===== src/rtl/xcu_pkg.sv =====
package xcu_pkg;
  typedef enum logic [1:0] {
    XM_NORMAL = 2'b00,
    XM_REPEAT = 2'b01,
    XM_BLOCK  = 2'b10,
    XM_RSVD   = 2'b11
  } xfer_mode_e;

  typedef struct packed {
    logic run_end;
    logic rpt_end;
    logic blk_end;
  } evt_t;
endpackage


===== src/rtl/xcu_rst_sync.sv =====
module xcu_rst_sync #(
  parameter int STAGES = 2
) (
  input  logic clk,
  input  logic rst_n,
  output logic rst_sync_n
);
  logic [STAGES-1:0] sync_q;

  always_ff @(posedge clk or negedge rst_n) begin
    if (!rst_n) sync_q <= '0;
    else        sync_q <= {sync_q[STAGES-2:0], 1'b1};
  end

  assign rst_sync_n = sync_q[STAGES-1];
endmodule


===== src/rtl/xcu_wide_next.sv =====
// Next value of the full-width down-counter; wraps 0 -> all ones.
module xcu_wide_next #(
  parameter int W = 16
) (
  input  logic [W-1:0] cur,
  output logic [W-1:0] nxt,
  output logic         last
);
  localparam logic [W-1:0] ONE = W'(1);

  always_comb begin
    nxt  = cur - ONE;
    last = (cur == ONE);
  end
endmodule


===== src/rtl/xcu_half_next.sv =====
// Next value when the upper half is a reload value and the lower half counts.
module xcu_half_next #(
  parameter int W = 16
) (
  input  logic [W-1:0] cur,
  output logic [W-1:0] nxt,
  output logic         wrap
);
  localparam int HW = W / 2;
  localparam logic [HW-1:0] ONE_H = HW'(1);

  logic [HW-1:0] hi, lo;

  always_comb begin
    hi   = cur[W-1:HW];
    lo   = cur[HW-1:0];
    wrap = (lo == ONE_H);
    if (wrap) nxt = {hi, hi};
    else      nxt = {hi, lo - ONE_H};
  end
endmodule


===== src/rtl/xcu_top.sv =====
module xcu_top
  import xcu_pkg::*;
#(
  parameter int CNT_W = 16
) (
  input  logic             clk,
  input  logic             rst_n,
  input  logic [1:0]       mode_i,
  input  logic             load_i,
  input  logic [CNT_W-1:0] load_val_i,
  input  logic             xfer_i,
  output logic [CNT_W-1:0] count_o,
  output logic             end_xfer_o,
  output logic             end_rpt_o,
  output logic             end_blk_o,
  output logic             mode_err_o
);
  logic rst_sync_n;

  xcu_rst_sync #(.STAGES(2)) u_rst (
    .clk(clk), .rst_n(rst_n), .rst_sync_n(rst_sync_n)
  );

  logic [CNT_W-1:0] cnt_q, cnt_d;
  logic             armed_q, armed_d;
  logic             err_q, err_d;
  evt_t             evt_q, evt_d;
  logic             cnt_en, armed_en, err_en;

  logic [CNT_W-1:0] wide_nxt, half_nxt;
  logic             wide_last, half_wrap;
  xfer_mode_e       mode;

  assign mode = xfer_mode_e'(mode_i);

  xcu_wide_next #(.W(CNT_W)) u_wide (
    .cur(cnt_q), .nxt(wide_nxt), .last(wide_last)
  );

  xcu_half_next #(.W(CNT_W)) u_half (
    .cur(cnt_q), .nxt(half_nxt), .wrap(half_wrap)
  );

  // next-state logic
  always_comb begin
    cnt_d   = cnt_q;
    armed_d = armed_q;
    err_d   = err_q;
    evt_d   = '0;
    if (load_i) begin
      cnt_d   = load_val_i;
      armed_d = 1'b1;
      err_d   = 1'b0;
    end else if (xfer_i) begin
      unique case (mode)
        XM_NORMAL: if (armed_q) begin
          cnt_d = wide_nxt;
          if (wide_last) begin
            evt_d.run_end = 1'b1;
            armed_d       = 1'b0;
          end
        end
        XM_REPEAT: if (armed_q) begin
          cnt_d         = half_nxt;
          evt_d.rpt_end = half_wrap;
        end
        XM_BLOCK: if (armed_q) begin
          cnt_d         = half_nxt;
          evt_d.blk_end = half_wrap;
        end
        XM_RSVD: err_d = 1'b1;
        default: err_d = 1'b1;
      endcase
    end
  end

  // clock enables
  assign cnt_en   = load_i | (xfer_i & armed_q & (mode != XM_RSVD));
  assign armed_en = load_i | (xfer_i & (mode == XM_NORMAL));
  assign err_en   = load_i | (xfer_i & (mode == XM_RSVD));

  // registers
  always_ff @(posedge clk or negedge rst_sync_n) begin
    if (!rst_sync_n) cnt_q <= '0;
    else if (cnt_en) cnt_q <= cnt_d;
  end

  always_ff @(posedge clk or negedge rst_sync_n) begin
    if (!rst_sync_n)   armed_q <= 1'b0;
    else if (armed_en) armed_q <= armed_d;
  end

  always_ff @(posedge clk or negedge rst_sync_n) begin
    if (!rst_sync_n) err_q <= 1'b0;
    else if (err_en) err_q <= err_d;
  end

  always_ff @(posedge clk or negedge rst_sync_n) begin
    if (!rst_sync_n) evt_q <= '0;
    else             evt_q <= evt_d;
  end

  assign count_o    = cnt_q;
  assign end_xfer_o = evt_q.run_end;
  assign end_rpt_o  = evt_q.rpt_end;
  assign end_blk_o  = evt_q.blk_end;
  assign mode_err_o = err_q;
endmodule


===== config.mk =====
export PLATFORM = sky130hd
export DESIGN_NAME = xcu_top
export DESIGN_NICKNAME = d
export VERILOG_FILES = /design/src/rtl/xcu_pkg.sv /design/src/rtl/xcu_rst_sync.sv /design/src/rtl/xcu_wide_next.sv /design/src/rtl/xcu_half_next.sv /design/src/rtl/xcu_top.sv
export SDC_FILE = /design/constraint.sdc
export NUM_CORES = 1
export LEC_CHECK = 0
export BUFFER_PORTS_ARGS = -buffer_cell sky130_fd_sc_hd__buf_2
export CAP_MARGIN = 25
export CORE_ASPECT_RATIO = 0.9
export CORE_MARGIN = 3
export CORE_UTILIZATION = 54
export CTS_BUF_LIST = sky130_fd_sc_hd__clkbuf_2
export CTS_CLUSTER_DIAMETER = 80
export DETAILED_ROUTE_END_ITERATION = 7
export PLACE_DENSITY_LB_ADDON = 0.25
export SYNTH_ARGS = -nofsm -noshare
export SYNTH_HDL_FRONTEND = slang
export SYNTH_SLANG_ARGS = --single-unit

===== constraint.sdc =====
create_clock -name clk -period 0.8 [get_ports clk]
set_input_delay 0.16 -clock clk [delete_from_list [all_inputs] [get_ports clk]]
set_output_delay 0.16 -clock clk [all_outputs]
set_load 0.01 [all_outputs]

==> flow_summary.toml, run 1 <==
[placed_design]
place_area_um2 = 2120
port_buffers = 41
gp_congestion = 0.916
dpl.hpwl_um = 3640

[clock_tree]
hold_buffers = 2
cts_inserted_buffers = 3
cts_setup_buffers = 18
cts_buffer_depth = 2
cts-root-buf = "clkbuf_2"
cts_resized = 58
h-tree-depth = 1
clock-sinks = 23

[yosys]
synth_top_area_share_pct = 38.6
synth_edf_count = 0
syn-num-nets = 198
yosys_warnings = 0
ys_seq_elements = 23
yosysSeqAreaShare_pct = 38.6
async_flop_share_pct = 100
synth_top_area_cell = "dfrtp_1"
synthFlopType = "dfrtp_1"
ys_top_cells_by_area = "dfrtp_1 (39%), ha_1 (5.0%), nand2_1 (3.8%)"
avgSynthCellArea_um2 = 8.78
synth_cell_types = 45
syn-instance-count = 170
synth_area_um2 = 1490

[floorplanning]
pin_count = 42
die_h_um = 55.9
initial_core_util_pct = 58.5
placement_rows = 17
die_x_um = 61.4

[run_status]
failed_stage = "clock tree synthesis (4_1_cts)"
status = "did not finish"
error_line = "[ERROR DPL-0038] Utilization greater than 100%, impossible to legalize"
==> metrics by stage <==
stage | worst slack, ps | utilization, % | setup TNS (ps) | cells | hold slack (ps)
after detailed placement | -1400 | 83.2 | -22570 | 275 | -54.9
after floorplan | -1520 | - | -21440 | 170 | -136
after global placement | -1370 | 83.2 | -21780 | 275 | -55.8
==> logic make-up after synthesis <==
logic type      synth area share, %
compound gates                 22.2
xor+xnor                       1.17
fa+ha+maj                      5.03
buf+inv                        5.20
flops                          38.6
mux                            2.68
other cells                   0.251
simple gates                   24.9
==> synth_stat cells (all sizes together), types with 3 or more instances <==
cell	number
inv	7
or3	6
ha	6
nor3	3
clkbuf	11
o22ai	6
nor2	13
o311ai	3
mux2i	4
or4	7
a21oi	7
nand2	15
o221ai	3
dfrtp	23
a31oi	3
o21ai	12
nand3	4
o211ai	4
nor4	5
==> run 2, diff against run 1 <==
--- a/config.mk
+++ b/config.mk
@@ -7,13 +7,10 @@
 export LEC_CHECK = 0
 export BUFFER_PORTS_ARGS = -buffer_cell sky130_fd_sc_hd__buf_2
 export CAP_MARGIN = 25
-export CORE_ASPECT_RATIO = 0.9
 export CORE_MARGIN = 3
-export CORE_UTILIZATION = 54
-export CTS_BUF_LIST = sky130_fd_sc_hd__clkbuf_2
-export CTS_CLUSTER_DIAMETER = 80
+export CORE_UTILIZATION = 40
 export DETAILED_ROUTE_END_ITERATION = 7
-export PLACE_DENSITY_LB_ADDON = 0.25
+export PLACE_DENSITY_LB_ADDON = 0.15
 export SYNTH_ARGS = -nofsm -noshare
 export SYNTH_HDL_FRONTEND = slang
 export SYNTH_SLANG_ARGS = --single-unit
==> run 2 against run 1 <==
Compared with the run above:
- the flow now finishes, with violations (negative setup slack)
- synthesized area stayed put
- synthesized cell count stayed put
==> flow_summary.toml, run 2 <==
[run_status]
status = "finished, violations left"
violations = "negative setup slack"

[yosys]
synthFlopType = "dfrtp_1"
synth_edf_count = 0
synth_cell_types = 45
synth_common_cells = "dfrtp_1 (23), nand2_1 (15), nor2_1 (13)"
avgSynthCellArea_um2 = 8.78
yosys_warnings = 0
synth_top_area_share_pct = 38.6
synth_area_um2 = 1490
syn-num-nets = 198
ys_top_cells_by_area = "dfrtp_1 (39%), ha_1 (5.0%), nand2_1 (3.8%)"
syn-instance-count = 170
async_flop_share_pct = 100
yosysSeqAreaShare_pct = 38.6
synth.most_common_cell = "dfrtp_1"
synth_top_area_cell = "dfrtp_1"
ys_seq_elements = 23

[grt]
gr-total-overflow = 0
grt_pass1_vias = 1881
grt_pass1_wl_um = 9380
track_usage_pct = 28.3
antenna_found_initial = 0
grt_max_degree = 22

[clock_tree]
cts_inserted_buffers = 3
clkLatencyLatePin_ps = 270
clock-sinks = 23
cts.clk_slew.worst_paths_ps = 90
cts_buffer_depth = 2
cts-root-buf = "clkbuf_8"
h-tree-depth = 1
cts_tree = "done"

[sta]
min_period_over_period_pct = 279
setup_viol = 40
fin_worst_skew_ps = 1.55
slew_violations = 0
min_period_ps = 2230
fin_tns_setup_ps = -28570
rsz0062_at_grt = "yes"
fin_hold_ws_ps = 97.0
max_freq_ghz = 0.448
worst_slack_ps = -1430
hold_violations = 0

[finish]
layout_commonest_cell = "buf_4"
drive_gt1_share_pct = 58.3
diodes = 0
final_net_count = 317
final_util_pct = 82.3
largest_reg_flops = 16
most-common-layout-cells = "buf_4 (52), buf_6 (47), buf_2 (26), dfrtp_1 (20), nand2_1 (15)"
area_delta_synth_final_pct = 91.2
nFillCells = 211

[power]
p_switching_mw = 1.39
internal-power_mw = 2.69
clkPwrFrac_pct = 18.6
seq_power_share_pct = 33.6
irDropWorstVdd_mv = 0.926
p_total_mw = 4.08
power_frac_comb_pct = 47.8
p_leak_nw = 1.31
power_density_nw_per_um2 = 1430
swShare_pct = 34.1

[setup_path]
worstPathMaxFanout = 2
required_ps = 960
r2r-end = "armed_q"
r2r_setup_slack_ps = -1430
critical_path_class = "reg -> reg"
crit_path_start_kind = "flop"
cp_data_arrival_time_ps = 2390
worstSetupEndpointType = "flop"
r2r_start = "count_o[9]"
r2r_cells = 4

[worst_hold_path]
whs_endpoint = "count_o[14]"
hold_start = "load_val_i[14]"
hp-class = "in -> reg"
hold_path_depth = 2

[floorplanning]
dieArea_um2 = 4500
pin_count = 42
initial_core_util_pct = 43.0
die_h_um = 67.1
die_x_um = 67.1
placement_rows = 21
core_um2 = 3470

[routing]
vias_per_cell = 5.75
num_vias = 1919
drt_iter0_markers = 130
drc = 0
antenna_left = 0
routedWlPerCell_um = 18.4
wirelength_um = 6140
firstDrtPassIters = 5

[placed_design]
port_buffers = 41
gp_congestion = 0.863
dpl.hpwl_um = 3900

[job]
drv_cap = 0
[run 2: timing repair]
action	4_1_cts	5_1_grt
setup endpoints to repair	40	40
gates resized for setup	58	26
pin swaps	14	19
hold buffers	1	0
buffers inserted	15	18
endpoints found under the hold margin	2	0
[run 2: cells by family (layout without fill, tap and decap cells)]
family / Yosys count / count (layout) / share of synthesized area [%]
fa+ha+maj: 6 / 6 / 5.03
other cells: 1 / 1 / 0.251
compound gates: 49 / 49 / 22.2
mux: 4 / 4 / 2.68
simple gates: 65 / 65 / 24.9
flops: 23 / 23 / 38.6
xor+xnor: 2 / 2 / 1.17
buf+inv: 20 / 138 / 5.20
[run 2: power groups by stage]
stage          sequential, mW  clock [mW]  combinational [mW]
2_1_floorplan            1.49           0               0.521
3_3_place_gp             1.35           0                1.25
3_5_place_dp             1.36           0                1.28
4_1_cts                  1.36       0.770                1.70
5_1_grt                  1.38       0.817                2.08
6_report                 1.37       0.759                1.95
[run 2: stage by stage]
step           cells  instance area (µm²)  worst slack [ps]
2_1_floorplan    170                 1620             -1520
3_3_place_gp     302                 2210             -1380
3_5_place_dp     302                 2210             -1440
4_1_cts          321                 2660             -1370
5_1_grt          334                 2850             -1460
6_report         334                 2850             -1430
[run 2: critical path: stages (launching register included)]
cell and delay [ps]:
dfrtp_1 410, or4_4 550, or4_4 440, or3b_4 430, o32a_1 300
[run 2: cell type report]
type / count / area, µm² / area share (%)
clock buffers: 4 / 45.0 / 1.58
inverters: 7 / 31.3 / 1.10
multi-input cells: 127 / 1060 / 37.2
flip-flops and latches: 23 / 579 / 20.3
well taps: 46 / 57.6 / 2.02
repair buffers: 127 / 1080 / 37.8
[run 2: how the worst max path moves through the flow]
stage | depth (start not counted) | end | from | slack (ps)
global route | 4 | armed_q | count_o[9] | -1460
CTS | 4 | armed_q | count_o[8] | -1370
finish | 4 | armed_q | count_o[9] | -1430
floorplan | 5 | armed_q | count_o[9] | -1520
detailed placement | 4 | armed_q | count_o[11] | -1440
global placement | 4 | armed_q | count_o[11] | -1380
[run 2: per-layer routing]
metal / track usage, % / vias to the layer above / wire, µm
li1: - / 872 / -
met5: 0 / - / 0
met2: 47.2 / 89 / 3060
met3: 4.38 / 17 / 413
met4: 14.7 / 0 / 190
met1: 34.7 / 941 / 2470
Power figures use the tool's default switching activity.
==> run 3, diff against run 2 <==
--- a/config.mk
+++ b/config.mk
@@ -7,10 +7,10 @@
 export LEC_CHECK = 0
 export BUFFER_PORTS_ARGS = -buffer_cell sky130_fd_sc_hd__buf_2
 export CAP_MARGIN = 25
-export CORE_MARGIN = 3
 export CORE_UTILIZATION = 40
 export DETAILED_ROUTE_END_ITERATION = 7
 export PLACE_DENSITY_LB_ADDON = 0.15
+export SETUP_SLACK_MARGIN = 0.3
 export SYNTH_ARGS = -nofsm -noshare
 export SYNTH_HDL_FRONTEND = slang
 export SYNTH_SLANG_ARGS = --single-unit
==> run 3 against run 2 <==
Compared with the run above:
- the flow still finishes with violations (negative setup slack)
- utilization down 1.9 points
- register-to-register slack better by 20 ps
- global-route usage down 1.4 points
- critical path type unchanged
==> flow_summary.toml, run 3 (same netlist as run 2, synthesis figures left out) <==
[run_status]
status = "finished, violations left"
violations = "negative setup slack"

[floorplanning]
core_um2 = 3440
placement_rows = 21
pin_count = 42
initial_core_util_pct = 43.4
die_h_um = 63.1
dieArea_um2 = 3980
die_x_um = 63.1

[setup_path]
worstPathMaxFanout = 3
required_ps = 970
cp_data_arrival_time_ps = 2380
worstSetupEndpointType = "flop"
critical_path_class = "reg -> reg"
crit_path_start_kind = "flop"

[routing]
num_vias = 1912
firstDrtPassIters = 4
vias_per_cell = 5.92
drt_iter0_markers = 149
wirelength_um = 5770
drc = 0
antenna_left = 0
routedWlPerCell_um = 17.9

[power]
p_total_mw = 4.02
seq_power_share_pct = 33.7
p_leak_nw = 1.25
p_switching_mw = 1.39
power_frac_comb_pct = 46.8
swShare_pct = 34.5
power_density_nw_per_um2 = 1450
clkPwrFrac_pct = 19.5
internal-power_mw = 2.63
irDropWorstVdd_mv = 0.686

[placed_design]
gp_congestion = 0.975
dpl.hpwl_um = 3530
port_buffers = 41

[grt]
track_usage_pct = 26.9
gr-total-overflow = 0
antenna_found_initial = 0
grt_pass1_wl_um = 8360
grt_max_degree = 22
grt_pass1_vias = 1734

[worst_hold_path]
hp-class = "in -> reg"

[finish]
final_net_count = 306
nFillCells = 208
drive_gt1_share_pct = 58.1
final_util_pct = 80.4
multiInputGateArea_um2 = 1040
layout_commonest_cell = "buf_6"
regArea_um2 = 586
largest_reg_flops = 16
most-common-layout-cells = "buf_6 (44), buf_4 (42), buf_2 (26), nand2_1 (15), dfrtp_1 (15)"
area_delta_synth_final_pct = 85.3
diodes = 0

[clock_tree]
clock-sinks = 23
cts.clk_slew.worst_paths_ps = 90
h-tree-depth = 1
cts_inserted_buffers = 3
cts_buffer_depth = 2
cts_tree = "done"
clkLatencyLatePin_ps = 280
cts-root-buf = "clkbuf_8"

[sta]
fin_hold_ws_ps = 94.0
min_period_ps = 2210
setup_viol = 40
hold_violations = 0
slew_violations = 0
max_freq_ghz = 0.451
worst_slack_ps = -1410
min_period_over_period_pct = 277
rsz0062_at_grt = "yes"
fin_worst_skew_ps = 5.35

[job]
drv_cap = 0
-- run 3: power groups by stage --
stage               Sequential [mW]  Clock [mW]  Combinational [mW]
floorplan                      1.50           0               0.526
global placement               1.35           0                1.23
detailed placement             1.36           0                1.26
CTS                            1.35       0.781                1.59
global route                   1.36       0.834                1.98
finish                         1.35       0.783                1.88
-- run 3: path summary, 6_finish.rpt --
path	to	cells past startpoint	slack (ps)	start
max reg2reg	armed_q	4	-1410	count_o[8]
max	armed_q	4	-1410	count_o[8]
min	count_o[14]	2	90	load_val_i[14]
min in group asynchronous	u_rst.sync_q[1]	2	180	rst_n
max in group asynchronous	count_o[5]	1	450	u_rst.sync_q[1]
min reg2reg	mode_err_o	1	200	u_rst.sync_q[1]
-- run 3: layout make-up --
class	count	share of cell area (%)
repair buffers	116	36.4
clock buffers	3	1.49
clock inverters	1	0.271
inverters	7	1.13
flip-flops and latches	23	21.2
multi-input cells	127	37.5
well taps	46	2.08
-- run 3: timing repair --
| item | in CTS | in global routing |
|---|---|---|
| setup buffers | 10 | 12 |
| pin swaps | 17 | 13 |
| resized for setup | 55 | 21 |
| hold buffers | 1 | 0 |
| hold endpoints to repair | 2 | 0 |
| endpoints found under the setup margin | 41 | 41 |
-- run 3: critical path, cell delays in order (launching register included) --
cell and delay (ps):
dfrtp_1 400, or4_4 550, or4_4 440, or3b_4 390, o32a_1 330
-- run 3: per-stage QoR --
stage / TNS [ps] / std cells / instance area [µm²] / setup WS [ps]
after global placement: -22240 / 296 / 2180 / -1390
after detailed placement: -22720 / 296 / 2180 / -1430
after CTS: -27440 / 311 / 2570 / -1400
after floorplan: -21450 / 170 / 1640 / -1520
after global routing: -30330 / 323 / 2770 / -1410
final: -28870 / 323 / 2770 / -1410
-- run 3: layer usage --
layer / global-route usage, % / up-vias / part of all wire (%)
li1: - / 857 / -
met2: 45.3 / 95 / 50
met4: 6.10 / 0 / 2.2
met1: 36.7 / 947 / 41
met3: 3.08 / 13 / 6.6
met5: 0 / - / 0
==> run 4, diff against run 3 <==
--- a/config.mk
+++ b/config.mk
@@ -13,4 +13,5 @@
 export SETUP_SLACK_MARGIN = 0.3
 export SYNTH_ARGS = -nofsm -noshare
 export SYNTH_HDL_FRONTEND = slang
+export SYNTH_HIERARCHICAL = 1
 export SYNTH_SLANG_ARGS = --single-unit
==> run 4 against run 3 <==
Compared with the run above:
- the run still ends with negative setup slack left
- utilization fell by 9.6 points
- sequential share of layout area fell by 5.2 points
- maximum frequency shrank 2.0%
- synthesized cell count increased by 34%
- critical path depth up 3
- first-iteration DRC count shrank 26%
- clock-buffer cell count stayed put
- critical endpoint is now count_o[15]
==> flow_summary.toml, run 4 <==
[grt]
met2_usage_pct = 41.8
gr-total-overflow = 0
antenna_found_initial = 0
grt_use_met3_pct = 4.05
grt_max_degree = 22
grt_pass1_wl_um = 10800
met1_usage_pct = 28.8
top_usage_layer = "met2"
grt_pass1_vias = 2205
track_usage_pct = 23.1

[clock_tree]
cts_buffer_depth = 2
h-tree-depth = 1
clkLatencyLatePin_ps = 280
cts_tree = "done"
cts_inserted_buffers = 3
clock-sinks = 23
cts.clk_slew.worst_paths_ps = 100
cts-root-buf = "clkbuf_8"

[yosys]
synth_cell_types = 55
yosys_warnings = 6
synth.most_common_cell = "dfrtp_1"
synthFlopType = "dfrtp_1"
async_flop_share_pct = 100
ys_seq_elements = 23
synth_edf_count = 0
ys_top_cells_by_area = "dfrtp_1 (26%), a2111oi_4 (12%), o31ai_2 (5.6%)"
synth_top_area_cell = "dfrtp_1"
syn-instance-count = 228
avgSynthCellArea_um2 = 9.84
synth_top_area_share_pct = 25.6
synth_common_cells = "dfrtp_1 (23), nand2_1 (22), nor2b_1 (15)"
syn-num-nets = 259
yosysSeqAreaShare_pct = 25.6
synth_area_um2 = 2240

[sta]
relSlewSlack_pct = 63.4
fin_worst_skew_ps = 10.2
slew_violations = 0
max_freq_ghz = 0.443
min_period_ps = 2260
rsz0062_at_grt = "yes"
worst_pin_slew_ps = 548
fin_hold_ws_ps = 79.6
min_period_over_period_pct = 282
setup_viol = 40
hold_violations = 0
worst_slack_ps = -1460
fin_tns_setup_ps = -31460

[setup_path]
worstPathMaxFanout = 4
crit_path_start_kind = "flop"
cp_data_arrival_time_ps = 2440
worstPathCellList = "or4_4 -> or3_4 -> nor3b_4 -> xor2_1 -> nor2b_4 -> a2111oi_4 -> o31ai_2"
worstSetupEndpointType = "flop"
cp_num_buf_inv = 0
critical_path_class = "reg -> reg"
required_ps = 980
cp_top_family = "simple AND/OR/NAND/NOR gates"
cp_slowest_stage_delay_ps = 540
slowest_stage = "or4_4"

[floorplanning]
die_h_um = 76.9
placement_rows = 26
pin_count = 42
core_um2 = 5270
dieArea_um2 = 5920
initial_core_util_pct = 42.6
die_x_um = 76.9

[finish]
layout_commonest_cell = "buf_4"
area_delta_synth_final_pct = 66.2
final_net_count = 374
most-common-layout-cells = "buf_4 (58), buf_6 (43), buf_2 (26), nand2_1 (21), dfrtp_2 (17)"
nFillCells = 405
diodes = 0
multiInputGateArea_um2 = 1770
largest_reg_flops = 16
regArea_um2 = 597
post-route-cell-area_um2 = 3730
drive_gt1_share_pct = 70.5

[routing]
drc = 0
wirelength_um = 6710
antenna_left = 0
vias_per_cell = 5.30
routedWlPerCell_um = 16.3
firstDrtPassIters = 4
drt_iter0_markers = 110
num_vias = 2185

[job]
drv_cap = 0

[placed_design]
place_area_um2 = 3060
dpl.hpwl_um = 4520
port_buffers = 41
gp_congestion = 0.885

[power]
irDropWorstVdd_mv = 1.13
power_density_nw_per_um2 = 1380
p_leak_nw = 1.61

[worst_hold_path]
hp-class = "in -> reg"

[run_status]
violations = "negative setup slack"
status = "finished, violations left"
-- run 4: power breakdown --
part           internal, mW  switching (mW)  leakage (nW)
registers              1.29           0.117         0.261
logic                  1.55            1.42          1.33
clock network         0.354           0.438        0.0217
total                  3.19            1.97          1.61
-- run 4: logic make-up after synthesis --
logic type	share of synthesized area [%]
and+or+nand+nor	20.3
AOI/OAI and AO/OA	32.7
buffers and inverters	9.53
DFF	25.6
xor gates and xnor gates	5.07
adders and majority gates	5.02
muxes	1.62
other	0.167
-- run 4: metrics by stage --
stage / total power, mW / util, % / worst slack (ps) / cells
floorplan: 2.84 / - / -1430 / 228
global placement: 3.60 / 58.0 / -1350 / 384
detailed placement: 3.63 / 58.0 / -1420 / 384
CTS: 4.97 / 67.4 / -1440 / 404
global route: 5.44 / 70.8 / -1550 / 412
finish: 5.17 / 70.8 / -1460 / 412
-- run 4: per-layer routing --
layer	vias to the layer above	wire length (µm)
met4	0	44
met2	58	3550
met1	1063	2870
met3	6	236
li1	1058	-
met5	-	0
-- run 4: final timing paths --
check,startpoint,endpoint,slack (ps),cells after the start
min in group asynchronous,rst_n,u_rst/sync_q[1],170,2
min reg2reg,u_rst/sync_q[1],count_o[1],200,1
min,load_val_i[2],count_o[2],80,3
max reg2reg,count_o[0],count_o[15],-1460,7
max,count_o[0],count_o[15],-1460,7
max in group asynchronous,u_rst/sync_q[1],count_o[5],430,1
-- run 4: worst register-to-register path: stages, from the launching register on --
cell and delay, ps:
dfrtp_2 430, or4_4 540, or3_4 390, nor3b_4 200, xor2_1 170, nor2b_4 180
a2111oi_4 40, o31ai_2 200
-- run 4: final cells by class --
type	count	share of cell area [%]
Timing Repair Buffer	134	31.4
Multi-Input combinational cell	169	47.5
Sequential cell	23	16.0
Clock inverter	1	0.201
Clock buffer	3	1.11
Inverter	12	1.48
Tap cell	70	2.35
-- run 4: repair_timing --
action / 4_1_cts / 5_1_grt
hold buffers: 1 / 0
resized for setup: 75 / 24
setup endpoints to repair: 41 / 41
hold endpoints to repair: 2 / 0
pin swaps: 14 / 8
setup buffers: 15 / 8
